File: src/rtl/i2c_word_pkg.sv
package i2c_word_pkg;
  typedef enum logic [3:0] {
    ST_IDLE, ST_ADDR, ST_ADDR_ACK, ST_IDX, ST_IDX_ACK,
    ST_WR, ST_WR_ACK, ST_RD, ST_RD_ACK
  } tgt_state_t;
endpackage

File: src/rtl/i2c_line_sync.sv
module i2c_line_sync #(
  parameter int STAGES = 2
) (
  input  logic clk,
  input  logic rst_n,
  input  logic scl_i,
  input  logic sda_i,
  output logic sda_lvl,
  output logic scl_rise,
  output logic scl_fall,
  output logic start_ev,
  output logic stop_ev
);
  logic [STAGES-1:0] scl_pipe_q, sda_pipe_q;
  logic scl_prev_q, sda_prev_q;
  logic scl_now, sda_now;

  assign scl_now = scl_pipe_q[STAGES-1];
  assign sda_now = sda_pipe_q[STAGES-1];

  always_ff @(posedge clk or negedge rst_n) begin
    if (!rst_n) begin
      scl_pipe_q <= '1;
      sda_pipe_q <= '1;
      scl_prev_q <= 1'b1;
      sda_prev_q <= 1'b1;
    end else begin
      scl_pipe_q <= {scl_pipe_q[STAGES-2:0], scl_i};
      sda_pipe_q <= {sda_pipe_q[STAGES-2:0], sda_i};
      scl_prev_q <= scl_now;
      sda_prev_q <= sda_now;
    end
  end

  assign sda_lvl  = sda_now;
  assign scl_rise = scl_now & ~scl_prev_q;
  assign scl_fall = ~scl_now & scl_prev_q;
  assign start_ev = scl_now & scl_prev_q & sda_prev_q & ~sda_now;
  assign stop_ev  = scl_now & scl_prev_q & ~sda_prev_q & sda_now;
endmodule

File: src/rtl/i2c_word_engine.sv
module i2c_word_engine
  import i2c_word_pkg::*;
#(
  parameter logic [6:0] DEV_ADDR = 7'h35,
  parameter int AW = 8,
  parameter int DW = 16
) (
  input  logic          clk,
  input  logic          rst_n,
  input  logic          sda_lvl,
  input  logic          scl_rise,
  input  logic          scl_fall,
  input  logic          start_ev,
  input  logic          stop_ev,
  input  logic [DW-1:0] rd_word,
  output logic [AW-1:0] rd_addr,
  output logic          sda_oe,
  output logic          wr_en,
  output logic [AW-1:0] wr_addr,
  output logic [DW-1:0] wr_data
);
  localparam int BW  = 8;
  localparam int CW  = $clog2(BW + 1);
  localparam logic [CW-1:0] FULL = CW'(BW);

  tgt_state_t st_q, st_d;
  logic [CW-1:0] cnt_q, cnt_d;
  logic [BW-1:0] sh_q, sh_d, hib_q, hib_d;
  logic [AW-1:0] ptr_q, ptr_d, wa_q;
  logic [DW-1:0] word_q, word_d, wd_q;
  logic oe_q, oe_d, rw_q, rw_d, lo_q, lo_d, hav_q, hav_d;
  logic pend_q, pend_d, mack_q, mack_d, we_q, we_d;
  logic rx_state;

  assign rx_state = (st_q == ST_ADDR) || (st_q == ST_IDX) || (st_q == ST_WR);
  assign rd_addr  = (st_q == ST_RD_ACK && lo_q) ? ptr_q + AW'(1) : ptr_q;

  always_comb begin
    st_d = st_q; cnt_d = cnt_q; sh_d = sh_q; hib_d = hib_q; ptr_d = ptr_q;
    word_d = word_q; oe_d = oe_q; rw_d = rw_q; lo_d = lo_q; hav_d = hav_q;
    pend_d = pend_q; mack_d = mack_q; we_d = 1'b0;
    if (start_ev) begin
      st_d = ST_ADDR; cnt_d = '0; oe_d = 1'b0; hav_d = 1'b0; pend_d = 1'b0;
    end else if (stop_ev) begin
      st_d = ST_IDLE; oe_d = 1'b0; hav_d = 1'b0; pend_d = 1'b0;
    end else begin
      if (scl_rise && rx_state) begin
        sh_d  = {sh_q[BW-2:0], sda_lvl};
        cnt_d = cnt_q + CW'(1);
      end
      if (scl_rise && st_q == ST_RD) cnt_d = cnt_q + CW'(1);
      if (scl_rise && st_q == ST_RD_ACK) mack_d = ~sda_lvl;
      if (scl_fall) begin
        case (st_q)
          ST_ADDR: if (cnt_q == FULL) begin
            cnt_d = '0;
            if (sh_q[BW-1:1] == DEV_ADDR) begin
              oe_d = 1'b1; rw_d = sh_q[0]; st_d = ST_ADDR_ACK;
            end else begin
              st_d = ST_IDLE;
            end
          end
          ST_ADDR_ACK: begin
            cnt_d = '0;
            if (rw_q) begin
              word_d = rd_word; sh_d = rd_word[DW-1 -: BW];
              oe_d = ~rd_word[DW-1]; lo_d = 1'b0; st_d = ST_RD;
            end else begin
              oe_d = 1'b0; st_d = ST_IDX;
            end
          end
          ST_IDX: if (cnt_q == FULL) begin
            ptr_d = AW'(sh_q); oe_d = 1'b1; cnt_d = '0; st_d = ST_IDX_ACK;
          end
          ST_IDX_ACK: begin
            oe_d = 1'b0; hav_d = 1'b0; st_d = ST_WR;
          end
          ST_WR: if (cnt_q == FULL) begin
            oe_d = 1'b1; cnt_d = '0; st_d = ST_WR_ACK;
            if (hav_q) pend_d = 1'b1;
            else begin hib_d = sh_q; hav_d = 1'b1; end
          end
          ST_WR_ACK: begin
            oe_d = 1'b0; st_d = ST_WR;
            if (pend_q) begin
              we_d = 1'b1; pend_d = 1'b0; hav_d = 1'b0; ptr_d = ptr_q + AW'(1);
            end
          end
          ST_RD: if (cnt_q == FULL) begin
            oe_d = 1'b0; st_d = ST_RD_ACK;
          end else begin
            oe_d = ~sh_q[BW-2]; sh_d = {sh_q[BW-2:0], 1'b0};
          end
          ST_RD_ACK: begin
            cnt_d = '0;
            if (lo_q) ptr_d = ptr_q + AW'(1);
            if (!mack_q) begin
              st_d = ST_IDLE; oe_d = 1'b0;
            end else if (lo_q) begin
              word_d = rd_word; sh_d = rd_word[DW-1 -: BW];
              oe_d = ~rd_word[DW-1]; lo_d = 1'b0; st_d = ST_RD;
            end else begin
              sh_d = word_q[BW-1:0]; oe_d = ~word_q[BW-1]; lo_d = 1'b1; st_d = ST_RD;
            end
          end
          default: ;
        endcase
      end
    end
  end

  always_ff @(posedge clk or negedge rst_n) begin
    if (!rst_n) begin
      st_q <= ST_IDLE; cnt_q <= '0; sh_q <= '0; hib_q <= '0; ptr_q <= '0;
      word_q <= '0; oe_q <= 1'b0; rw_q <= 1'b0; lo_q <= 1'b0; hav_q <= 1'b0;
      pend_q <= 1'b0; mack_q <= 1'b0; we_q <= 1'b0; wa_q <= '0; wd_q <= '0;
    end else begin
      st_q <= st_d; cnt_q <= cnt_d; sh_q <= sh_d; hib_q <= hib_d; ptr_q <= ptr_d;
      word_q <= word_d; oe_q <= oe_d; rw_q <= rw_d; lo_q <= lo_d; hav_q <= hav_d;
      pend_q <= pend_d; mack_q <= mack_d; we_q <= we_d;
      if (we_d) begin
        wa_q <= ptr_q;
        wd_q <= {hib_q, sh_q};
      end
    end
  end

  assign sda_oe  = oe_q;
  assign wr_en   = we_q;
  assign wr_addr = wa_q;
  assign wr_data = wd_q;

  // bus released whenever the target is idle (unmatched or finished)
  a_r1_idle_released: assert property (@(posedge clk) disable iff (!rst_n)
    (st_q == ST_IDLE) |-> !oe_q);
  // a word commits only as the low byte's ACK slot closes
  a_r2_commit_after_ack: assert property (@(posedge clk) disable iff (!rst_n)
    we_q |-> $past(st_q == ST_WR_ACK));
  // the pointer sits one past the word just committed
  a_r3_ptr_step: assert property (@(posedge clk) disable iff (!rst_n)
    we_q |-> (ptr_q == wa_q + AW'(1)));
  // SDA drive changes only after a falling SCL or a bus condition
  a_r4_sda_on_fall: assert property (@(posedge clk) disable iff (!rst_n)
    !$stable(oe_q) |-> $past(scl_fall || start_ev || stop_ev));
endmodule

File: src/rtl/i2c_word_bank.sv
module i2c_word_bank #(
  parameter int AW = 8,
  parameter int DW = 16,
  parameter int RW_BASE = 2,
  parameter int RW_NUM = 4,
  parameter logic [DW-1:0] ID_VAL = 16'h4B54,
  parameter int ID_ADDR = 1,
  parameter int TUNE_ADDR = 3,
  parameter int TUNE_BIT = 15,
  parameter int STAT_ADDR = 18,
  parameter int DONE_BIT = 14
) (
  input  logic          clk,
  input  logic          rst_n,
  input  logic [AW-1:0] rd_addr,
  output logic [DW-1:0] rd_data,
  input  logic          wr_en,
  input  logic [AW-1:0] wr_addr,
  input  logic [DW-1:0] wr_data,
  input  logic [DW-1:0] status_i,
  input  logic          tune_done_i,
  output logic          tune_start_o
);
  logic [DW-1:0] rw_q [RW_NUM];
  logic done_q, done_d, tune_q, tune_d;
  logic tune_hit;

  for (genvar i = 0; i < RW_NUM; i++) begin : g_rw
    logic sel;
    assign sel = wr_en && (wr_addr == AW'(RW_BASE + i));
    always_ff @(posedge clk or negedge rst_n) begin
      if (!rst_n) rw_q[i] <= '0;
      else if (sel) rw_q[i] <= wr_data;
    end
  end

  assign tune_hit = wr_en && (wr_addr == AW'(TUNE_ADDR)) && wr_data[TUNE_BIT];

  always_comb begin
    tune_d = tune_hit;
    done_d = done_q;
    if (tune_done_i) done_d = 1'b1;
    if (tune_hit)    done_d = 1'b0;
  end

  always_ff @(posedge clk or negedge rst_n) begin
    if (!rst_n) begin
      done_q <= 1'b0;
      tune_q <= 1'b0;
    end else begin
      done_q <= done_d;
      tune_q <= tune_d;
    end
  end

  always_comb begin
    rd_data = '0;
    if (rd_addr == AW'(ID_ADDR)) rd_data = ID_VAL;
    if (rd_addr == AW'(STAT_ADDR)) begin
      rd_data = status_i;
      rd_data[DONE_BIT] = done_q;
    end
    for (int i = 0; i < RW_NUM; i++)
      if (rd_addr == AW'(RW_BASE + i)) rd_data = rw_q[i];
  end

  assign tune_start_o = tune_q;

  // the tune strobe lasts a single cycle
  a_r8_tune_single: assert property (@(posedge clk) disable iff (!rst_n)
    tune_q |=> !tune_q);
  // the done flag is low whenever the strobe fires
  a_r8_flag_cleared: assert property (@(posedge clk) disable iff (!rst_n)
    tune_q |-> !done_q);
endmodule

File: src/rtl/i2c_word_target.sv
module i2c_word_target #(
  parameter logic [6:0] DEV_ADDR = 7'h35,
  parameter int AW = 8,
  parameter int DW = 16
) (
  input  logic          clk,
  input  logic          rst_n,
  input  logic          scl_i,
  input  logic          sda_i,
  output logic          sda_oe_o,
  input  logic [DW-1:0] status_i,
  input  logic          tune_done_i,
  output logic          reg_wr_o,
  output logic [AW-1:0] reg_addr_o,
  output logic [DW-1:0] reg_wdata_o,
  output logic          tune_start_o
);
  logic [1:0] rst_pipe_q;
  logic core_rst_n;
  logic sda_lvl, scl_rise, scl_fall, start_ev, stop_ev;
  logic [AW-1:0] rd_addr;
  logic [DW-1:0] rd_word;

  always_ff @(posedge clk or negedge rst_n) begin
    if (!rst_n) rst_pipe_q <= '0;
    else        rst_pipe_q <= {rst_pipe_q[0], 1'b1};
  end
  assign core_rst_n = rst_pipe_q[1];

  i2c_line_sync #(.STAGES(2)) u_sync (
    .clk(clk), .rst_n(core_rst_n), .scl_i(scl_i), .sda_i(sda_i),
    .sda_lvl(sda_lvl), .scl_rise(scl_rise), .scl_fall(scl_fall),
    .start_ev(start_ev), .stop_ev(stop_ev)
  );

  i2c_word_engine #(.DEV_ADDR(DEV_ADDR), .AW(AW), .DW(DW)) u_eng (
    .clk(clk), .rst_n(core_rst_n), .sda_lvl(sda_lvl), .scl_rise(scl_rise),
    .scl_fall(scl_fall), .start_ev(start_ev), .stop_ev(stop_ev),
    .rd_word(rd_word), .rd_addr(rd_addr), .sda_oe(sda_oe_o),
    .wr_en(reg_wr_o), .wr_addr(reg_addr_o), .wr_data(reg_wdata_o)
  );

  i2c_word_bank #(.AW(AW), .DW(DW)) u_bank (
    .clk(clk), .rst_n(core_rst_n), .rd_addr(rd_addr), .rd_data(rd_word),
    .wr_en(reg_wr_o), .wr_addr(reg_addr_o), .wr_data(reg_wdata_o),
    .status_i(status_i), .tune_done_i(tune_done_i), .tune_start_o(tune_start_o)
  );
endmodule

File: config.mk
export PLATFORM = sky130hd
export DESIGN_NAME = i2c_word_target
export DESIGN_NICKNAME = d
export VERILOG_FILES = /design/src/rtl/i2c_word_pkg.sv /design/src/rtl/i2c_line_sync.sv /design/src/rtl/i2c_word_engine.sv /design/src/rtl/i2c_word_bank.sv /design/src/rtl/i2c_word_target.sv
export SDC_FILE = /design/constraint.sdc
export NUM_CORES = 1
export LEC_CHECK = 0
export ABC_AREA = 1
export BUFFER_PORTS_ARGS = -buffer_cell sky130_fd_sc_hd__buf_2
export CAP_MARGIN = 30
export CELL_PAD_IN_SITES_DETAIL_PLACEMENT = 0
export CELL_PAD_IN_SITES_GLOBAL_PLACEMENT = 2
export CORE_MARGIN = 10
export CORE_UTILIZATION = 25
export CTS_BUF_LIST = sky130_fd_sc_hd__clkbuf_2 sky130_fd_sc_hd__clkbuf_4 sky130_fd_sc_hd__clkbuf_8
export DETAILED_ROUTE_END_ITERATION = 8
export MAX_ROUTING_LAYER = met4
export PLACE_DENSITY_LB_ADDON = 0.1
export SLEW_MARGIN = 20
export SYNTH_ARGS = -nofsm -noshare
export SYNTH_HDL_FRONTEND = slang
export SYNTH_HIERARCHICAL = 1
export SYNTH_SLANG_ARGS = --single-unit
File: constraint.sdc
create_clock -name clk -period 6.2 [get_ports clk]
set_input_delay 0.31 -clock clk [delete_from_list [all_inputs] [get_ports clk]]
set_output_delay 0.31 -clock clk [all_outputs]
set_load 0.005 [all_outputs]
==> flow_summary_export.csv, run 1 <==
group,metric,value,unit
outcome,status,"complete, no violations",
yosys,async_flop_share,100,%
power_and_ir_drop,peakVddDrop,0.150,mV
yosys,syn_area,7590,um2
critical_path,crit_arrival,4270,ps
sta,worstMarginPinSlew,878,ps
clock_tree,path_clk_slew,110,ps
global_routing,grtUsageTotal,14.2,%
yosys,yosysWarnings,6,
global_routing,grt_pass1_vias,6804,
sta,maxSlewHeadroom,41.3,%
detailed_routing,drt_iter0_markers,407,
yosys,synth_top_area_share,45.8,%
clock_tree,clock_path_buffers,2,
yosys,synth_area_per_cell,7.63,um2
power_and_ir_drop,clock_power_share,27.0,%
power_and_ir_drop,sequentialPowerShare,42.6,%
clock_tree,clock_latency,470,ps
detailed_routing,finalWirelength,25.7,mm
power_and_ir_drop,power.internal,1.57,mW
yosys,ys_seq_area_share,47.9,%
clock_tree,h-tree-depth,4,
yosys,synth_top_area_cell,"dfrtp_1",
layout,final_area,8600,um2
placed_design,place_area,8190,um2
critical_path,worstPathRequired,6600,ps
detailed_routing,via_per_inst,4.50,
detailed_routing,wl_per_cell,17.8,um
clock_tree,clock-root-buffer,"clkbuf_8",
sta,period_share,62.4,%
yosys,synthTopCellsByArea,"dfrtp_1 46%, nand2_1 16%, nand3_1 7.8%",
floorplanning,fp.dieW,194,um
global_routing,antenna_found_initial,0,
power_and_ir_drop,power_frac_comb,30.3,%
power_and_ir_drop,power.density,319,nW/um2
clock_tree,cts_tree,"done",
placed_design,place.gp.congestion,0.767,
floorplanning,initial_core_util,25.5,%
sta,rsz0062_at_grt,"no",
sta,period_minus_slack,3870,ps
placed_design,io_buffers,46,
power_and_ir_drop,switchingPower,1.17,mW
job,maxCapViolCount,0,
detailed_routing,drc,0,
sta,finalSetupViolCount,0,
detailed_routing,vias,6495,
yosys,synth_edf_count,0,
yosys,synthCells,995,
yosys,yosys.cell_count.top_type,"nand2_1",
layout,diodes,0,
floorplanning,io_pins,48,
sta,hold_viol_final,0,
yosys,ys_ff_latch,145,
layout,drive_gt1_share,13.4,%
placed_design,hpwl,18.2,mm
sta,drv_slew,0,
layout,fillCellCount,3382,
layout,area_delta_synth_final,13.2,%
yosys,synth_nets,1019,
sta,tns,0,ps
sta,finalClockSkew,25.6,ps
layout,nets,1063,
floorplanning,die_area,37700,um2
global_routing,grt_pass1_wl,41.1,mm
critical_path,cp-end-kind,"register",
yosys,synth_cell_types,40,
floorplanning,core.rowCount,63,
critical_path,cp_max_fo,17,
detailed_routing,dr.pass1.iters,5,
yosys,yosys-top-cells-count,"315 x nand2_1, 139 x dfrtp_1, 118 x nand3_1",
detailed_routing,drtAntennaViolNets,0,
critical_path,startpoint_type,"register",
power_and_ir_drop,swShare,42.7,%
floorplanning,fp.coreArea,29800,um2
global_routing,grt_remaining_overflow,0,
floorplanning,chipHeight,194,um
clock_tree,numCtsBuffers,17,
sta,fmaxAchievable,259,MHz
yosys,synthFlopType,"dfrtp_1",
worst_hold_path,hp-class,"input pin to register",
critical_path,crit_type,"register to register",
power_and_ir_drop,p_leak,4.17,nW
clock_tree,clock-sinks,145,
global_routing,grt_max_degree,61,
## worst paths after layout
path / from / slack (ps) / cells after the start / end
max: u_eng/lo_q$_DFFE_PN0P_ / 2330 / 19 / u_eng/sh_q[7]$_DFFE_PN0P_
min: tune_done_i / 50 / 3 / u_bank/done_q$_DFFE_PN0P_
max reg2reg: u_eng/lo_q$_DFFE_PN0P_ / 2330 / 19 / u_eng/sh_q[7]$_DFFE_PN0P_
min reg2reg: rst_pipe_q[0]$_DFF_PN0_ / 360 / 0 / rst_pipe_q[1]$_DFF_PN0_
max in group asynchronous: rst_pipe_q[1]$_DFF_PN0_ / 4480 / 1 / u_bank/rw_q[13]$_DFFE_PN0P_
min in group asynchronous: rst_n / 160 / 2 / rst_pipe_q[1]$_DFF_PN0_
## final cells by class
cell class                      count  area, um2  area share (%)
Multi-Input combinational cell    713       3360            39.0
Tap cell                          390        488            5.68
Clock inverter                     13        119            1.38
Clock buffer                       19        255            2.97
Sequential cell                   145       3640            42.3
Inverter                           98        368            4.28
Timing Repair Buffer               64        370            4.31
## power groups by stage
stage	Combinational (mW)	Clock, mW	Sequential [mW]
2_1_floorplan	0.616	0	1.14
3_3_place_gp	0.849	0	1.19
3_5_place_dp	0.842	0	1.19
4_1_cts	0.848	0.776	1.17
5_1_grt	0.956	0.815	1.19
6_report	0.832	0.741	1.17
## through the flow
step	worst slack [ps]	hold WS [ps]	cells	power, mW	util [%]
after detailed placement	2200	97.5	1406	2.03	27.5
after floorplan	1870	14.4	995	1.76	-
after global routing	1870	38.0	1442	2.96	28.8
after CTS	2180	17.3	1441	2.80	28.8
final	2330	50.8	1442	2.74	28.8
after global placement	2170	96.5	1406	2.04	27.5
## logic make-up after synthesis
family / after synthesis / share of synthesized area [%]
compound gates: 146 / 9.89
other cells: 1 / 0.0494
buf+inv: 137 / 7.89
simple gates: 554 / 32.7
xor+xnor: 9 / 1.04
fa+ha+maj: 3 / 0.495
flops: 145 / 47.9
## placed cells by master (no fill, tap or decap), types with 5 or more instances in the layout
cell	netlist	routed
nand2_1	315	315
nor2_2	7	7
inv_1	90	90
inv_2	6	6
nor2_4	5	5
dfstp_2	6	6
nand3_1	118	118
nor2_1	65	65
xor2_1	9	9
nand3_2	7	7
o21ai_0	101	101
nand4_1	19	19
o21ai_1	32	32
nand2_2	5	5
clkbuf_8	1	18
dfrtp_1	139	138
buf_4	1	14
buf_2	16	46
o22ai_1	5	5
## state kept, by name, indices dropped and copies added (netlist names), 2 cells and up
signal and count:
u_eng/cnt_q 4, u_eng/st_q 4, u_bank/rw_q 64, rst_pipe_q 2
u_eng/wr_data 16, u_eng/hib_q 8, u_sync/sda_pipe_q 2, u_eng/sh_q 8
u_eng/wr_addr 8, u_eng/ptr_q 8, u_sync/scl_pipe_q 2, u_eng/word_q 8
## critical path, cell delays in order (launching register included)
cell and delay (ps):
dfrtp_1 670, clkinv_1 390, nor2_1 180, buf_4 220, nand2_1 60, o21ai_0 200, clkbuf_2 260, nand2_2 80
nor2_4 400, buf_4 310, nand3_1 100, nand2_1 90, inv_1 50, nand4_2 150, nand2_1 100, a31oi_1 280
nand2_1 80, nand3_1 70, nand2_1 50, nand2_1 50
## layer usage
metal | wire length (um) | up-vias | track usage [%]
met5 | 0 | - | -
met4 | 256 | 0 | 3.15
met3 | 589 | 14 | 2.16
met2 | 11900 | 85 | 22.4
met1 | 13000 | 3085 | 18.8
li1 | - | 3311 | -
## repair_timing
| item | in CTS | in global routing |
|---|---|---|
| endpoints found under the hold margin | 4 | 0 |
| hold buffers | 3 | 0 |
| buffers inserted | 0 | 0 |
| resized for setup | 0 | 0 |
(Power assumes the default switching activity.)
==> run 2, diff against run 1 <==
--- a/config.mk
+++ b/config.mk
@@ -5,7 +5,7 @@
 export SDC_FILE = /design/constraint.sdc
 export NUM_CORES = 1
 export LEC_CHECK = 0
-export ABC_AREA = 1
+export ABC_AREA = 0
 export BUFFER_PORTS_ARGS = -buffer_cell sky130_fd_sc_hd__buf_2
 export CAP_MARGIN = 30
 export CELL_PAD_IN_SITES_DETAIL_PLACEMENT = 0
==> constraint.sdc (replaced) <==
create_clock -name clk -period 3.1 [get_ports clk]
set_input_delay 0.155 -clock clk [delete_from_list [all_inputs] [get_ports clk]]
set_output_delay 0.155 -clock clk [all_outputs]
set_load 0.005 [all_outputs]
==> run 2 against run 1 <==
Against the previous run: the flow now finishes with violations (setup timing); critical path type unchanged; clock power up 130%; utilization up 2.5 points; largest cell class is now multi-input combinational cells; non-clock buffer count up 59.
==> flow_summary_export.csv, run 2 <==
group,metric,value,unit
outcome,status,"finished with violations",
outcome,violations,"setup timing",
yosys,synth_edf_count,0,
layout,fillCellCount,3052,
critical_path,crit_arrival,3440,ps
layout,stdcell_count,1152,
clock_tree,path_clk_slew,90,ps
layout,area_delta_synth_final,23.1,%
power_and_ir_drop,power_frac_comb,7.7,%
sta,finalSetupViolCount,1,
sta,drv_slew,0,
yosys,synthTopCellsByArea,"dfrtp_1 46%, mux2_2 17%, a21oi_1 2.8%",
detailed_routing,wl_met1,11.6,mm
global_routing,grt_max_degree,45,
sta,hold_viol_final,0,
global_routing,grt_pass1_vias,5872,
sta,period_share,101,%
yosys,async_flop_share,100,%
yosys,ys_ff_latch,145,
detailed_routing,via_per_inst,4.82,
critical_path,worstPathRequired,3420,ps
clock_tree,h-tree-depth,4,
layout,largest_reg_flops,64,
power_and_ir_drop,power.total,4.00,mW
power_and_ir_drop,power.density,429,nW/um2
sta,tns,-16.3,ps
power_and_ir_drop,sequentialPowerShare,50.2,%
detailed_routing,dr_wl_met2,11.6,mm
yosys,synth_top_area_cell,"dfrtp_1",
placed_design,hpwl,16.8,mm
sta,finalClockSkew,18.3,ps
clock_tree,clock-sinks,145,
detailed_routing,drt_iter0_markers,289,
floorplanning,die_area,37600,um2
sta,period_minus_slack,3120,ps
clock_tree,cts_tree,"done",
layout,nets,774,
clock_tree,clock-root-buffer,"clkbuf_8",
power_and_ir_drop,power.internal,2.91,mW
sta,rsz0062_at_grt,"yes",
global_routing,grt_pass1_wl,37.3,mm
power_and_ir_drop,peakVddDrop,0.259,mV
worst_hold_path,hp-class,"input pin to async pin",
sta,setup_ws,-16.3,ps
global_routing,grtUsageTotal,12.9,%
sta,worstMarginPinSlew,691,ps
detailed_routing,top_layer_used,"met4",
critical_path,cp-end-kind,"register",
yosys,yosys.cell_count.top_type,"dfrtp_1",
sta,fmaxAchievable,321,MHz
layout,drive_gt1_share,43.2,%
floorplanning,fp.dieW,194,um
detailed_routing,wl_met3,494,um
power_and_ir_drop,switchingPower,1.09,mW
power_and_ir_drop,clock_power_share,42.1,%
job,maxCapViolCount,0,
yosys,synth_nets,674,
global_routing,grt_remaining_overflow,0,
yosys,synth_top_area_share,46.0,%
yosys,yosys-top-cells-count,"139 x dfrtp_1, 112 x mux2_2, 43 x a21oi_1",
layout,diodes,0,
detailed_routing,finalWirelength,23.9,mm
global_routing,antenna_found_initial,0,
floorplanning,io_pins,48,
yosys,yosysWarnings,6,
yosys,synth_cell_types,75,
floorplanning,chipHeight,194,um
placed_design,dp_cells,1105,
power_and_ir_drop,swShare,27.3,%
detailed_routing,drc,0,
clock_tree,clock_path_buffers,2,
floorplanning,core.rowCount,63,
power_and_ir_drop,p_leak,4.05,nW
clock_tree,clock_latency,450,ps
sta,maxSlewHeadroom,53.3,%
layout,top_register,"u_bank/rw_q",
detailed_routing,drtAntennaViolNets,0,
floorplanning,fp.coreArea,29700,um2
critical_path,startpoint_type,"register",
floorplanning,initial_core_util,25.5,%
critical_path,cp_max_fo,5,
clock_tree,numCtsBuffers,17,
yosys,synthFlopType,"dfrtp_1",
placed_design,place_area,8590,um2
placed_design,io_buffers,46,
layout,final_util,31.3,%
layout,final_cell_mix,"138 x dfrtp_1, 111 x mux2_2, 67 x buf_4",
yosys,ys_seq_area_share,48.1,%
yosys,syn_area,7560,um2
yosys,synthCells,650,
detailed_routing,wl_per_cell,20.7,um
layout,final_common_cell,"dfrtp_1",
critical_path,crit_type,"register to register",
layout,final_area,9310,um2
placed_design,place.gp.congestion,0.811,
detailed_routing,vias,5555,
detailed_routing,dr.pass1.iters,5,
yosys,synth_area_per_cell,11.6,um2
-- run 2: metrics by stage --
stage | hold slack [ps] | setup slack (ps)
after floorplan | -141 | -74.2
after global placement | -55.2 | -219
after detailed placement | -54.5 | -306
after CTS | 0.254 | -29.8
after global routing | 1.09 | -180
final | 24.2 | -16.3
-- run 2: routing by layer --
layer	track usage, %	vias up
met1	17.2	2853
met4	2.47	0
met3	2.25	12
met2	20.3	73
met5	-	-
li1	-	2617
-- run 2: area by class of cell --
type / instances / area (um2) / area share (%)
Inverter: 13 / 48.8 / 0.524
Tap cell: 390 / 488 / 5.24
Clock buffer: 19 / 255 / 2.74
Timing Repair Buffer: 123 / 867 / 9.31
Sequential cell: 145 / 3640 / 39.1
Clock inverter: 12 / 173 / 1.85
Multi-Input combinational cell: 450 / 3840 / 41.3
-- run 2: cell families (layout without fill, tap and decap cells) --
kind of cell	after synthesis	in the layout	synth area share, %
AOI/OAI and AO/OA	156	156	15.3
and+or+nand+nor	152	152	12.2
DFF	145	145	48.1
muxes	128	128	18.8
buffers and inverters	55	167	3.99
xor gates and xnor gates	10	10	1.16
adders and majority gates	3	3	0.496
other	1	1	0.0496
-- run 2: power groups by stage --
stage	Sequential (mW)	Clock [mW]	Combinational, mW
finish	2.01	1.68	0.307
CTS	2.01	1.76	0.306
global placement	2.04	0	0.290
detailed placement	2.05	0	0.298
global route	2.02	1.84	0.342
floorplan	2.03	0	0.182
-- run 2: timing repair --
action                                  4_1_cts  5_1_grt
setup buffers                                 2       12
gates cloned                                  0        0
hold buffers                                  4        0
hold endpoints to repair                      5        0
endpoints found under the setup margin       15       14
resized for setup                            19       27
pin swaps                                     4       14
-- run 2: worst paths after layout --
kind	slack, ps	cells after the start	endpoint	start
worst max register to register	-20	12	u_eng/sh_q[7]$_DFFE_PN0P_	u_eng/st_q[1]$_DFFE_PN0P_
worst min-delay path	20	2	rst_pipe_q[1]$_DFF_PN0_	rst_n
worst max-delay path	-20	12	u_eng/sh_q[7]$_DFFE_PN0P_	u_eng/st_q[1]$_DFFE_PN0P_
min in group clk	320	4	u_eng/word_q[5]$_DFFE_PN0P_	status_i[5]
worst min register to register	350	0	u_bank/rw_q[10]$_DFFE_PN0P_	rst_pipe_q[1]$_DFF_PN0_
max in group asynchronous	1870	1	u_bank/rw_q[31]$_DFFE_PN0P_	rst_pipe_q[1]$_DFF_PN0_
-- run 2: worst max-delay path, cell delays in order, from the launching register on --
cell and delay [ps]:
dfrtp_1 390, nand2b_4 160, nor3_4 240, nand3_1 140, xnor2_1 150, or4_4 620
nor3b_4 330, a2111oi_4 140, mux2i_2 260, nor3_1 70, a311oi_1 230, o2111a_1 220
nor3_1 50
==> run 3, diff against run 2 <==
--- a/config.mk
+++ b/config.mk
@@ -5,7 +5,7 @@
 export SDC_FILE = /design/constraint.sdc
 export NUM_CORES = 1
 export LEC_CHECK = 0
-export ABC_AREA = 0
+export ABC_AREA = 1
 export BUFFER_PORTS_ARGS = -buffer_cell sky130_fd_sc_hd__buf_2
 export CAP_MARGIN = 30
 export CELL_PAD_IN_SITES_DETAIL_PLACEMENT = 0
==> run 3 against run 2 <==
Against the previous run: hold slack improved by 230 ps; sequential cell count unchanged; largest power group unchanged; combinational power grew to 7.0 times the previous value; wire length grew 11%; largest cell class is now flip-flops and latches; clock skew increased by 1.7 ps; the run now ends clean; sequential power grew 13%; cell area shrank 1.3%; power is 55% higher; sequential share of layout area grew 0.53 points; global-route usage rose by 1.4 points; cell count up 29%; first-iteration DRC count grew 69%.
==> flow_summary_export.csv, run 3 (synthesis gave the netlist of run 1 again) <==
group,metric,value,unit
critical_path,crit_chain,"ha_2 > nand3_2 > nor2_2 > nand2_1 > xor2_1 > nand2_1 > o21ai_1 > inv_1 > nand2_4 > nor2_4 > buf_12 > buf_6 > buf_4 > nand3_1 > nand4_1 > buf_4 > nand2_1 > nand3_1 > nand2_1 > nand2_1 > nand2_1 > nand2_1",
worst_hold_path,hp-class,"input pin to register",
floorplanning,core.rowCount,63,
detailed_routing,drc,0,
sta,maxSlewHeadroom,51.6,%
floorplanning,initial_core_util,25.5,%
sta,finalClockSkew,20.0,ps
clock_tree,numCtsBuffers,17,
global_routing,grtUsageTotal,14.3,%
layout,nets,1106,
critical_path,cp_max_fo,6,
layout,final_common_cell,"nand2_1",
critical_path,worstPathRequired,3440,ps
critical_path,startpoint_type,"register",
power_and_ir_drop,clock_power_share,28.7,%
critical_path,startpoint,"u_eng/ptr_q[0]$_DFFE_PN0P_",
clock_tree,path_clk_slew,110,ps
power_and_ir_drop,power_frac_comb,34.5,%
critical_path,crit_family,"simple AND/OR/NAND/NOR gates",
clock_tree,clock-root-buffer,"clkbuf_8",
critical_path,worst-path-buf-inv,5,
critical_path,crit_arrival,3200,ps
detailed_routing,drt_iter0_markers,488,
layout,final_util,30.8,%
power_and_ir_drop,p_leak,4.48,nW
floorplanning,chipHeight,194,um
layout,largest_reg_flops,64,
clock_tree,clock_path_buffers,2,
clock_tree,cts_tree,"done",
sta,finalSetupViolCount,0,
global_routing,antenna_found_initial,0,
critical_path,r2r-start,"u_eng/ptr_q[0]$_DFFE_PN0P_",
layout,top_register,"u_bank/rw_q",
critical_path,crit_slowest_cell,"dfrtp_1",
critical_path,cp-end-kind,"register",
sta,drv_slew,0,
global_routing,grt_pass1_wl,41.2,mm
layout,final_cell_mix,"314 x nand2_1, 138 x dfrtp_1, 116 x nand3_1",
detailed_routing,drtAntennaViolNets,0,
power_and_ir_drop,power.internal,3.74,mW
floorplanning,io_pins,48,
placed_design,pre_cts_ws,171,ps
sta,hold_viol_final,0,
clock_tree,clock-sinks,145,
floorplanning,die_area,37700,um2
critical_path,crit_top_cell,"nand2_1",
sta,period_minus_slack,2860,ps
detailed_routing,wl_per_cell,17.8,um
sta,setup_ws,239,ps
job,maxCapViolCount,0,
placed_design,io_buffers,46,
layout,area_delta_synth_final,21.0,%
power_and_ir_drop,power.density,674,nW/um2
layout,regArea,3640,um2
detailed_routing,vias,6724,
layout,multi_input_area,3400,um2
power_and_ir_drop,switchingPower,2.45,mW
floorplanning,fp.dieW,194,um
placed_design,hpwl,18.6,mm
clock_tree,h-tree-depth,4,
detailed_routing,dr.pass1.iters,6,
clock_tree,clock_latency,460,ps
power_and_ir_drop,peakVddDrop,0.241,mV
placed_design,place.gp.congestion,0.818,
sta,worstMarginPinSlew,727,ps
global_routing,grt_max_degree,91,
layout,drive_gt1_share,17.4,%
critical_path,max_stage_delay,420,ps
critical_path,crit_type,"register to register",
floorplanning,fp.coreArea,29800,um2
power_and_ir_drop,swShare,39.5,%
power_and_ir_drop,sequentialPowerShare,36.8,%
detailed_routing,via_per_inst,4.53,
outcome,status,"complete, no violations",
detailed_routing,finalWirelength,26.4,mm
sta,fmaxAchievable,350,MHz
layout,fillCellCount,3327,
sta,period_share,92.3,%
worst_hold_path,hp-start,"status_i[5]",
global_routing,grt_remaining_overflow,0,
layout,diodes,0,
global_routing,grt_pass1_vias,6744,
## run 3: area by class of cell
cell class,instances,area share [%]
clock buffer,17,2.55
clock inverter,15,2.38
inverter,98,4.00
multi-input combinational,713,37.0
sequential,145,39.6
tap,390,5.31
timing repair buffer,107,9.14
## run 3: repair_timing
item / 4_1_cts / 5_1_grt
hold buffers: 5 / 0
setup endpoints to repair: 0 / 9
endpoints found under the hold margin: 5 / 0
setup buffers: 0 / 8
gates resized for setup: 0 / 13
## run 3: through the flow
stage	total power [mW]	instance area, um2	hold slack [ps]	instances	setup TNS, ps
global route	6.62	9190	292	1485	-10.4
CTS	6.13	9000	212	1475	0
global placement	4.31	8500	-59.2	1438	0
detailed placement	4.30	8500	-57.0	1438	0
finish	6.19	9190	256	1485	0
floorplan	3.51	7590	-141	995	0
## run 3: power by group through the flow
stage / Clock [mW] / Sequential, mW / Combinational [mW]
floorplan: 0 / 2.28 / 1.23
global placement: 0 / 2.31 / 2.00
detailed placement: 0 / 2.31 / 1.98
CTS: 1.85 / 2.28 / 2.00
global route: 1.92 / 2.31 / 2.39
finish: 1.78 / 2.28 / 2.14
## run 3: routing by layer
layer	up-vias	GRT usage (%)	part of all wire, %
met1	3230	19.3	50
met5	-	-	0
li1	3396	-	-
met4	0	2.98	1.0
met2	85	22.3	47
met3	13	2.16	2.2
## run 3: final timing paths
| check | end | slack [ps] | depth (start not counted) |
|---|---|---|---|
| setup / recovery | u_eng/sh_q[6]$_DFFE_PN0P_ | 240 | 22 |
| hold / removal | u_eng/word_q[5]$_DFFE_PN0P_ | 260 | 7 |
| setup reg to reg | u_eng/sh_q[6]$_DFFE_PN0P_ | 240 | 22 |
| hold reg to reg | u_sync/scl_pipe_q[1]$_DFF_PN1_ | 360 | 0 |
| max in group asynchronous | u_bank/rw_q[60]$_DFFE_PN0P_ | 2120 | 1 |
| min in group asynchronous | u_eng/st_q[0]$_DFFE_PN0P_ | 380 | 1 |
## run 3: tightest hold or removal path, cell delays in order
cell and delay [ps]:
buf_2 80, nand3_1 100, nand2_1 90, inv_1 50, nand4_1 80, nand3_1 80
nand2_1 70
